<file path="src/rtl/bp_slave_pkg.sv">
package bp_slave_pkg;

    typedef enum logic [1:0] {
        SZ_D8  = 2'd0,
        SZ_D16 = 2'd1,
        SZ_D32 = 2'd2
    } xfer_size_e;

    typedef struct packed {
        logic       ok;
        xfer_size_e size;
        logic [1:0] ofs;
        logic [3:0] be;
    } lane_t;

    typedef enum logic [2:0] {
        ST_IDLE,
        ST_SEL,
        ST_XFER,
        ST_ACK,
        ST_DONE
    } hs_state_e;

    // size and byte lane from the long-word line, both strobes and A1
    function automatic lane_t lane_decode(input logic lword_n, input logic ds1_n,
                                          input logic ds0_n, input logic a1);
        lane_t r;
        r.ok   = 1'b0;
        r.size = SZ_D8;
        r.ofs  = 2'd0;
        r.be   = 4'b0000;
        case ({lword_n, ds1_n, ds0_n})
            3'b000: begin
                r.size = SZ_D32;
                r.be   = 4'b1111;
                r.ok   = !a1;
            end
            3'b100: begin
                r.size = SZ_D16;
                r.ofs  = {a1, 1'b0};
                r.be   = a1 ? 4'b0011 : 4'b1100;
                r.ok   = 1'b1;
            end
            3'b101: begin
                r.ofs = {a1, 1'b0};
                r.be  = 4'b1000 >> r.ofs;
                r.ok  = 1'b1;
            end
            3'b110: begin
                r.ofs = {a1, 1'b1};
                r.be  = 4'b1000 >> r.ofs;
                r.ok  = 1'b1;
            end
            default: r.ok = 1'b0;
        endcase
        return r;
    endfunction

    // replicate the bus lane into every local lane; byte enables pick
    function automatic logic [31:0] wr_spread(input lane_t l, input logic [31:0] d);
        case (l.size)
            SZ_D32:  return d;
            SZ_D16:  return {2{d[15:0]}};
            default: return {4{l.ofs[0] ? d[7:0] : d[15:8]}};
        endcase
    endfunction

    function automatic logic [31:0] rd_pick(input lane_t l, input logic [31:0] w);
        logic [7:0] b;
        case (l.ofs)
            2'd0:    b = w[31:24];
            2'd1:    b = w[23:16];
            2'd2:    b = w[15:8];
            default: b = w[7:0];
        endcase
        case (l.size)
            SZ_D32:  return w;
            SZ_D16:  return {16'h0, l.ofs[1] ? w[15:0] : w[31:16]};
            default: return l.ofs[0] ? {24'h0, b} : {16'h0, b, 8'h0};
        endcase
    endfunction

endpackage

</file>
<file path="src/rtl/bp_strobe_sync.sv">
module bp_strobe_sync #(
    parameter int W      = 3,
    parameter int STAGES = 2
) (
    input  logic         clk,
    input  logic         rst,
    input  logic [W-1:0] d_n,
    output logic [W-1:0] q_n
);
    logic [W-1:0] stg [STAGES];

    generate
        for (genvar s = 0; s < STAGES; s++) begin : g_stage
            always_ff @(posedge clk) begin
                if (rst) stg[s] <= '1;
                else if (s == 0) stg[s] <= d_n;
                else stg[s] <= stg[(s == 0) ? 0 : s-1];
            end
        end
    endgenerate

    assign q_n = stg[STAGES-1];
endmodule

</file>
<file path="src/rtl/bp_cycle_decode.sv">
module bp_cycle_decode
    import bp_slave_pkg::*;
#(
    parameter int          ADDR_BITS = 24,
    parameter int          WIN_BITS  = 8,
    parameter logic [31:0] BASE_ADDR = 32'h00AB_0000,
    parameter logic [63:0] AM_MASK   = 64'h2200_0000_0000_0000,
    localparam int         WORD_W    = WIN_BITS - 2
) (
    input  logic [ADDR_BITS-1:1] addr,
    input  logic [5:0]           am,
    input  logic                 lword_n,
    input  logic [1:0]           ds_s,
    output logic                 hit,
    output lane_t                lane,
    output logic [WORD_W-1:0]    word
);
    always_comb begin
        hit  = AM_MASK[am] && (addr[ADDR_BITS-1:WIN_BITS] == BASE_ADDR[ADDR_BITS-1:WIN_BITS]);
        lane = lane_decode(lword_n, ds_s[1], ds_s[0], addr[1]);
        word = addr[WIN_BITS-1:2];
    end
endmodule

</file>
<file path="src/rtl/bp_hs_fsm.sv">
module bp_hs_fsm
    import bp_slave_pkg::*;
#(
    parameter int WORD_W = 6
) (
    input  logic              clk,
    input  logic              rst,
    input  logic              as_s,
    input  logic [1:0]        ds_s,
    input  logic              hit,
    input  lane_t             lane,
    input  logic              write_n,
    input  logic [31:0]       din,
    input  logic [WORD_W-1:0] word_in,
    input  logic [31:0]       loc_rdata,
    output logic              dtack_n,
    output logic              berr_n,
    output logic              d_oe,
    output logic [31:0]       dout,
    output logic              sel_active,
    output logic              loc_wr,
    output logic              loc_rd,
    output logic [WORD_W-1:0] loc_word,
    output logic [3:0]        loc_be,
    output logic [31:0]       loc_wdata
);
    hs_state_e state;
    logic      xfer;

    always_comb begin
        xfer       = (state == ST_XFER);
        loc_wr     = xfer && lane.ok && !write_n;
        loc_rd     = xfer && lane.ok && write_n;
        loc_be     = lane.be;
        loc_wdata  = wr_spread(lane, din);
        loc_word   = word_in;
        sel_active = (state == ST_SEL) || (state == ST_XFER) || (state == ST_ACK);
    end

    always_ff @(posedge clk) begin
        if (rst) begin
            state   <= ST_IDLE;
            dtack_n <= 1'b1;
            berr_n  <= 1'b1;
            d_oe    <= 1'b0;
            dout    <= '0;
        end else begin
            case (state)
                ST_IDLE: if (!as_s) state <= hit ? ST_SEL : ST_DONE;
                ST_SEL: begin
                    if (as_s) state <= ST_IDLE;
                    else if (ds_s != 2'b11) state <= ST_XFER;
                end
                ST_XFER: begin
                    state <= ST_ACK;
                    if (lane.ok) begin
                        dtack_n <= 1'b0;
                        d_oe    <= write_n;
                        dout    <= write_n ? rd_pick(lane, loc_rdata) : 32'h0;
                    end else begin
                        berr_n <= 1'b0;
                    end
                end
                ST_ACK: if (ds_s == 2'b11) begin
                    dtack_n <= 1'b1;
                    berr_n  <= 1'b1;
                    d_oe    <= 1'b0;
                    state   <= ST_DONE;
                end
                default: if (as_s) state <= ST_IDLE;
            endcase
        end
    end
endmodule

</file>
<file path="src/rtl/bp_slave_responder.sv">
module bp_slave_responder
    import bp_slave_pkg::*;
#(
    parameter int          ADDR_BITS   = 24,
    parameter int          WIN_BITS    = 8,
    parameter logic [31:0] BASE_ADDR   = 32'h00AB_0000,
    parameter logic [63:0] AM_MASK     = 64'h2200_0000_0000_0000,
    parameter int          SYNC_STAGES = 2,
    localparam int         WORD_W      = WIN_BITS - 2
) (
    input  logic              clk,
    input  logic              rst,
    input  logic              bus_as_n,
    input  logic              bus_ds0_n,
    input  logic              bus_ds1_n,
    input  logic              bus_lword_n,
    input  logic              bus_write_n,
    input  logic [31:1]       bus_addr,
    input  logic [5:0]        bus_am,
    input  logic [31:0]       bus_din,
    output logic [31:0]       bus_dout,
    output logic              bus_doe,
    output logic              bus_dtack_n,
    output logic              bus_berr_n,
    output logic              loc_wr,
    output logic              loc_rd,
    output logic [WORD_W-1:0] loc_word,
    output logic [3:0]        loc_be,
    output logic [31:0]       loc_wdata,
    input  logic [31:0]       loc_rdata
);
    logic [2:0]        strb_s;
    logic              as_s;
    logic [1:0]        ds_s;
    logic              hit;
    lane_t             lane;
    logic [WORD_W-1:0] word;
    logic              sel_active;

    bp_strobe_sync #(.W(3), .STAGES(SYNC_STAGES)) i_sync (
        .clk (clk),
        .rst (rst),
        .d_n ({bus_as_n, bus_ds1_n, bus_ds0_n}),
        .q_n (strb_s)
    );
    assign as_s = strb_s[2];
    assign ds_s = strb_s[1:0];

    generate
        if (ADDR_BITS < 32) begin : g_hi_ignored
            logic unused_hi;
            assign unused_hi = ^bus_addr[31:ADDR_BITS];
        end
    endgenerate

    bp_cycle_decode #(
        .ADDR_BITS (ADDR_BITS),
        .WIN_BITS  (WIN_BITS),
        .BASE_ADDR (BASE_ADDR),
        .AM_MASK   (AM_MASK)
    ) i_dec (
        .addr    (bus_addr[ADDR_BITS-1:1]),
        .am      (bus_am),
        .lword_n (bus_lword_n),
        .ds_s    (ds_s),
        .hit     (hit),
        .lane    (lane),
        .word    (word)
    );

    bp_hs_fsm #(.WORD_W(WORD_W)) i_fsm (
        .clk        (clk),
        .rst        (rst),
        .as_s       (as_s),
        .ds_s       (ds_s),
        .hit        (hit),
        .lane       (lane),
        .write_n    (bus_write_n),
        .din        (bus_din),
        .word_in    (word),
        .loc_rdata  (loc_rdata),
        .dtack_n    (bus_dtack_n),
        .berr_n     (bus_berr_n),
        .d_oe       (bus_doe),
        .dout       (bus_dout),
        .sel_active (sel_active),
        .loc_wr     (loc_wr),
        .loc_rd     (loc_rd),
        .loc_word   (loc_word),
        .loc_be     (loc_be),
        .loc_wdata  (loc_wdata)
    );
endmodule

</file>
<file path="config.mk">
export PLATFORM = sky130hd
export DESIGN_NAME = bp_slave_responder
export DESIGN_NICKNAME = d
export VERILOG_FILES = /design/src/rtl/bp_slave_pkg.sv /design/src/rtl/bp_strobe_sync.sv /design/src/rtl/bp_cycle_decode.sv /design/src/rtl/bp_hs_fsm.sv /design/src/rtl/bp_slave_responder.sv
export SDC_FILE = /design/constraint.sdc
export NUM_CORES = 1
export LEC_CHECK = 0
export BUFFER_PORTS_ARGS = -buffer_cell sky130_fd_sc_hd__buf_2
export CAP_MARGIN = 30
export CELL_PAD_IN_SITES_DETAIL_PLACEMENT = 1
export CELL_PAD_IN_SITES_GLOBAL_PLACEMENT = 1
export CORE_ASPECT_RATIO = 1.1
export CORE_MARGIN = 5
export CORE_UTILIZATION = 32
export CTS_BUF_LIST = sky130_fd_sc_hd__clkbuf_8
export CTS_CLUSTER_DIAMETER = 30
export DETAILED_ROUTE_END_ITERATION = 6
export PLACE_DENSITY = 0.94
export SETUP_SLACK_MARGIN = 0.02
export SYNTH_ARGS = -nofsm -noshare
export SYNTH_HDL_FRONTEND = slang
export SYNTH_SLANG_ARGS = --single-unit
</file>
<file path="constraint.sdc">
create_clock -name clk -period 3.93 [get_ports clk]
set_input_delay 0.1965 -clock clk [delete_from_list [all_inputs] [get_ports clk]]
set_output_delay 0.1965 -clock clk [all_outputs]
set_load 0.005 [all_outputs]
</file>
# Yosys cells after proc, flatten, opt, wreduce, memory -nomap -nowiden
# Memories as Yosys holds them, arrays and structs flattened.
# Cells that the tools add are included.
# Widths: inputs -> output; s select.
[totals] n_memories=2 ram_bits=6 ff_bits=38 wordCells=80 mem_bits_ro=64
[classes] shift=2 eq_ne=18 reduce_logical=17 n_lt_le_gt_ge=1 bitwise=2 n_mux=33
[mem_list] name="(no name shown)" depth=64 width=1 read_ports=1 rd_clocked_by_memory_dff=0 wr=0 line="bp_cycle_decode.sv:19" rtl="hit = AM_MASK[am] && (addr[ADDR_BITS-1:WIN_BITS] == BASE_ADDR[ADDR_BITS-1:WIN_BITS]);"
[mem_list] name="i_sync.stg" depth=2 width=3 read_ports=2 rd_clocked_by_memory_dff=0 wr=2 line="bp_strobe_sync.sv:10" rtl="logic [W-1:0] stg [STAGES];"
[op_table] op="$pmux 32 s2" n=2
[op_table] op="$mux 16" n=2
[op_table] op="$mux 32" n=1
[op_table] op="$mux 3" n=8
[op_table] op="$pmux 8 s3" n=1
[op_table] op="$eq 16x16->1 const B" n=1
[op_table] op="$pmux 4 s4" n=1
[op_table] op="$pmux 3 s4" n=1
[op_table] op="$eq 3x3->1 const B" n=3
[op_table] op="$mux 1" n=9
[op_table] op="$mux 8" n=1
[op_table] op="$ne 2x2->1 const B" n=4
[op_table] op="$pmux 1 s2" n=4
[op_table] op="$pmux 2 s2" n=2
[op_table] op="$shr 4x2->4 const A" n=2
[op_table] op="$lt 6x7->1 const B" n=1
[op_table] op="$eq 2x2->1 const B" n=3
[op_table] op="$eq 3x2->1 const B" n=2
[op_table] op="$logic_not 3->1" n=2
[op_table] op="$reduce_and 3->1" n=2
[op_table] op="$reduce_bool 5->1" n=1
[op_table] op="$eq 2x1->1 const B" n=2
[op_table] op="$logic_and 1x1->1" n=4
[op_table] op="$mux 4" n=1
[op_table] op="11 further kinds" n=13

# Logic depth before layout (Yosys ltp)
# An unclocked memory read counts as a cell.
[logic_depth] word_depth=9 mapped_depth=7 mapped_depth_nobuf=4

# Cells and area by module
# Synthesis repeated with hierarchy kept, for this count alone.
[hier_totals] cells_unflattened=362 area_unflattened_um2=2967.8
[modules_own_cells] mod="bp_hs_fsm" cells_per_inst=317 seq_area_each_um2=760.7 n_inst=1 area_each_um2=2600.0
[modules_own_cells] mod="bp_cycle_decode" cells_per_inst=33 seq_area_each_um2=0.0 n_inst=1 area_each_um2=210.2
[modules_own_cells] mod="bp_strobe_sync" cells_per_inst=12 seq_area_each_um2=120.1 n_inst=1 area_each_um2=157.7

# Least setup slack after synthesis
# Ideal clock, no wire load.
[synth_timing] path_type="reg2out" start="memory i_sync.stg[1][1]" end="output loc_wdata[21]" slack_ns=2.401 path_buffers=3 stages_incl_launch_ff=7 arrival_ns=1.333 path_cell_list="dfxtp_1 -> buf_6 -> nor2_1 -> buf_4 -> buf_4 -> a22oi_1 -> o21ai_0"
[synth_rtl] item="start: declaration" line="bp_strobe_sync.sv:10"
[synth_rtl] item="end: declaration" line="bp_slave_responder.sv:29" rtl="output logic [31:0] loc_wdata,"

==> impl_metrics.env <==
export IMPL_synth_edf_count=0
export IMPL_ys_flop_type="dfxtp_1"
export IMPL_hold_buffers=0
export IMPL_insertion_delay_ns=0.30
export IMPL_postCtsSetupBuffers=0
export IMPL_ys_ff_latch=44
export IMPL_fin_worst_skew_ns=0.00689
export IMPL_met1_length_mm=4.57
export IMPL_period_minus_slack_ns=2.19
export IMPL_overflow=0
export IMPL_hp_class="input port to register"
export IMPL_report_final_hold_viol_count=0
export IMPL_gp_congestion=0.875
export IMPL_max_cap_viol_count=0
export IMPL_cts_sinks=44
export IMPL_area_growth_pct=31.7
export IMPL_clk_pin_slew_ns=0.08
export IMPL_startpoint="i_sync.stg[1][1]$_SDFF_PP1_"
export IMPL_period_share=0.556
export IMPL_grt_pass1_wl_mm=17.4
export IMPL_crit_slowest_cell="or3_1"
export IMPL_ir_worst_vdd_uv=101
export IMPL_antenna_found_initial=2
export IMPL_yosysUniqueCellTypes=57
export IMPL_worst_pin_slew_ns=0.822
export IMPL_tns_ns=0
export IMPL_status="complete, no violations"
export IMPL_hpwlAfterDp_mm=8.92
export IMPL_dieArea_mm2=0.0108
export IMPL_critPathMaxStageDelay_ns=0.55
export IMPL_drt_iter0_drc=184
export IMPL_synth_area_mm2=0.00282
export IMPL_crit_chain="buf_4 > nor2b_1 > or3_1 > nand2_1 > o21ai_0 > buf_2"
export IMPL_required_ns=3.73
export IMPL_root_buffer="clkbuf_8"
export IMPL_fillers=1137
export IMPL_grt_max_degree=47
export IMPL_met3_length_um=597
export IMPL_syn_inst=346
export IMPL_top_layer="met5"
export IMPL_dp_cells=595
export IMPL_grt_pass1_vias=3496
export IMPL_start_kind="register"
export IMPL_vias=3278
export IMPL_boundaryPins=187
export IMPL_crit_path_max_fanout=26
export IMPL_timing_rr_start="i_sync.stg[1][0]$_SDFF_PP1_"
export IMPL_p_per_area_mw_per_mm2=255
export IMPL_path_class="register to output pin"
export IMPL_synth_nets=454
export IMPL_route_met2_wl_mm=5.70
export IMPL_grt_usage=0.200
export IMPL_cts_buffer_depth=2
export IMPL_cts_resized_gates=0
export IMPL_layout_nets=596
export IMPL_max_slew_margin=0.452
export IMPL_dieHeight_um=109
export IMPL_die_x_um=99.6
export IMPL_max_freq_mhz=457
export IMPL_via_per_inst=5.43
export IMPL_initial_utilization=0.323
export IMPL_cts_tree="yes"
export IMPL_instances_no_fill=604
export IMPL_h_tree_depth=2
export IMPL_coreArea_mm2=0.00874
export IMPL_drc=0
export IMPL_portBuffers=165
export IMPL_synthArstFlopShare=0
export IMPL_syn_mean_instance_area_um2=8.16
export IMPL_wl_per_cell_um=18.6
export IMPL_leakage_uw=0.00178
export IMPL_crit_family="simple AND/OR/NAND/NOR gates"
export IMPL_end_kind="output pin"
export IMPL_setup_viol=0
export IMPL_hp_start="bus_as_n"
export IMPL_synth_seq_area_share=0.312
export IMPL_grt_setup_unrepaired="no"
export IMPL_drv_slew=0
export IMPL_drive_gt1_frac=0.431
export IMPL_cts_buffers=5
export IMPL_drtPass1Iterations=4
export IMPL_cp_arrival_ns=1.99
export IMPL_ant_nets=0
export IMPL_wl_mm=11.3
export IMPL_num_rows=36
export IMPL_cp_num_buf_inv=2
export IMPL_ys_warn_count=0
## flip-flops by register name, indices dropped and copies added, names as in the netlist
signal / cells
i_fsm.berr_n: 1
i_fsm.d_oe: 1
i_fsm.dout: 32
i_fsm.dtack_n: 1
i_fsm.state: 3
i_sync.stg: 6
## report_power, final
group / total, uW / switching [uW] / internal, uW
combinational: 203 / 110 / 92.9
sequential: 450 / 1.34 / 448
clock: 296 / 155 / 140
total: 949 / 267 / 682
## Yosys cell counts, types with 7 or more instances
master / n / area (um2)
a21oi_1: 23 / 115
dfxtp_1: 44 / 881
nand2_1: 40 / 150
a22o_1: 23 / 201
o2bb2ai_1: 8 / 70.1
nand4_1: 9 / 56.3
mux2_2: 16 / 180
clkbuf_1: 11 / 41.3
buf_2: 9 / 45.0
inv_1: 7 / 26.3
o21ai_0: 33 / 165
nor2b_1: 9 / 56.3
and3_1: 10 / 62.6
nor2_1: 16 / 60.1
buf_4: 9 / 67.6
a22oi_1: 12 / 90.1
## metal layers
| layer | vias to the layer above | global-route usage |
|---|---|---|
| met5 | - | 0 |
| li1 | 1567 | - |
| met3 | 33 | 0.0490 |
| met2 | 104 | 0.336 |
| met4 | 2 | 0.100 |
| met1 | 1572 | 0.235 |
## through the flow
stage / instance area (um2) / util / total power, uW / hold slack (ns) / setup WS [ns]
6_report: 3720 / 0.426 / 949 / 0.0755 / 1.74
4_1_cts: 3720 / 0.425 / 958 / 0.0672 / 1.71
3_3_place_gp: 3620 / 0.415 / 654 / 0.378 / 1.67
2_1_floorplan: 2820 / - / 566 / 0.300 / 2.40
5_1_grt: 3720 / 0.426 / 998 / 0.0668 / 1.58
3_5_place_dp: 3620 / 0.415 / 663 / 0.386 / 1.59
## cells in the final DEF, fill, tap and decap left out, types with 3 or more instances in the layout
| cell type | count |
|---|---|
| o211ai_1 | 6 |
| a21oi_1 | 23 |
| buf_2 | 165 |
| clkbuf_8 | 6 |
| a22oi_1 | 12 |
| a22o_1 | 23 |
| nand2_1 | 40 |
| and3_1 | 10 |
| nor2_1 | 16 |
| inv_1 | 8 |
| buf_4 | 3 |
| mux2_2 | 16 |
| o21ai_0 | 33 |
| nand4_1 | 9 |
| or2_2 | 6 |
| nor2b_1 | 9 |
| dfxtp_1 | 44 |
| nand2b_1 | 4 |
| o2bb2ai_1 | 8 |
## cell families (layout without fill, tap and decap cells)
group	count (synthesis)	in the layout	synth area share
other	0	1	0
buffers and inverters	42	185	0.0798
AOI/OAI and AO/OA	127	127	0.320
DFF	44	44	0.312
muxes	16	16	0.0638
and+or+nand+nor	117	117	0.224
## area by class of cell
| type | count | area, um2 | area share |
|---|---|---|---|
| inverter | 9 | 33.8 | 0.00908 |
| tap | 114 | 143 | 0.0384 |
| sequential | 44 | 881 | 0.237 |
| timing repair buffer | 168 | 848 | 0.228 |
| multi-input combinational | 260 | 1720 | 0.462 |
| clock buffer | 6 | 82.6 | 0.0222 |
| antenna | 1 | 2.50 | 0.000673 |
| clock inverter | 2 | 11.3 | 0.00303 |
## final timing paths
check / endpoint / slack (ns) / cells past startpoint
worst min-delay path: i_sync.stg[0][2]$_SDFF_PP1_ / 0.08 / 2
worst max register to register: i_fsm.dout[20]$_SDFFE_PP0P_ / 1.83 / 4
worst min register to register: i_sync.stg[1][0]$_SDFF_PP1_ / 0.42 / 1
worst max-delay path: loc_wdata[25] / 1.74 / 6
Note: power is estimated with default switching activity, not from simulation.
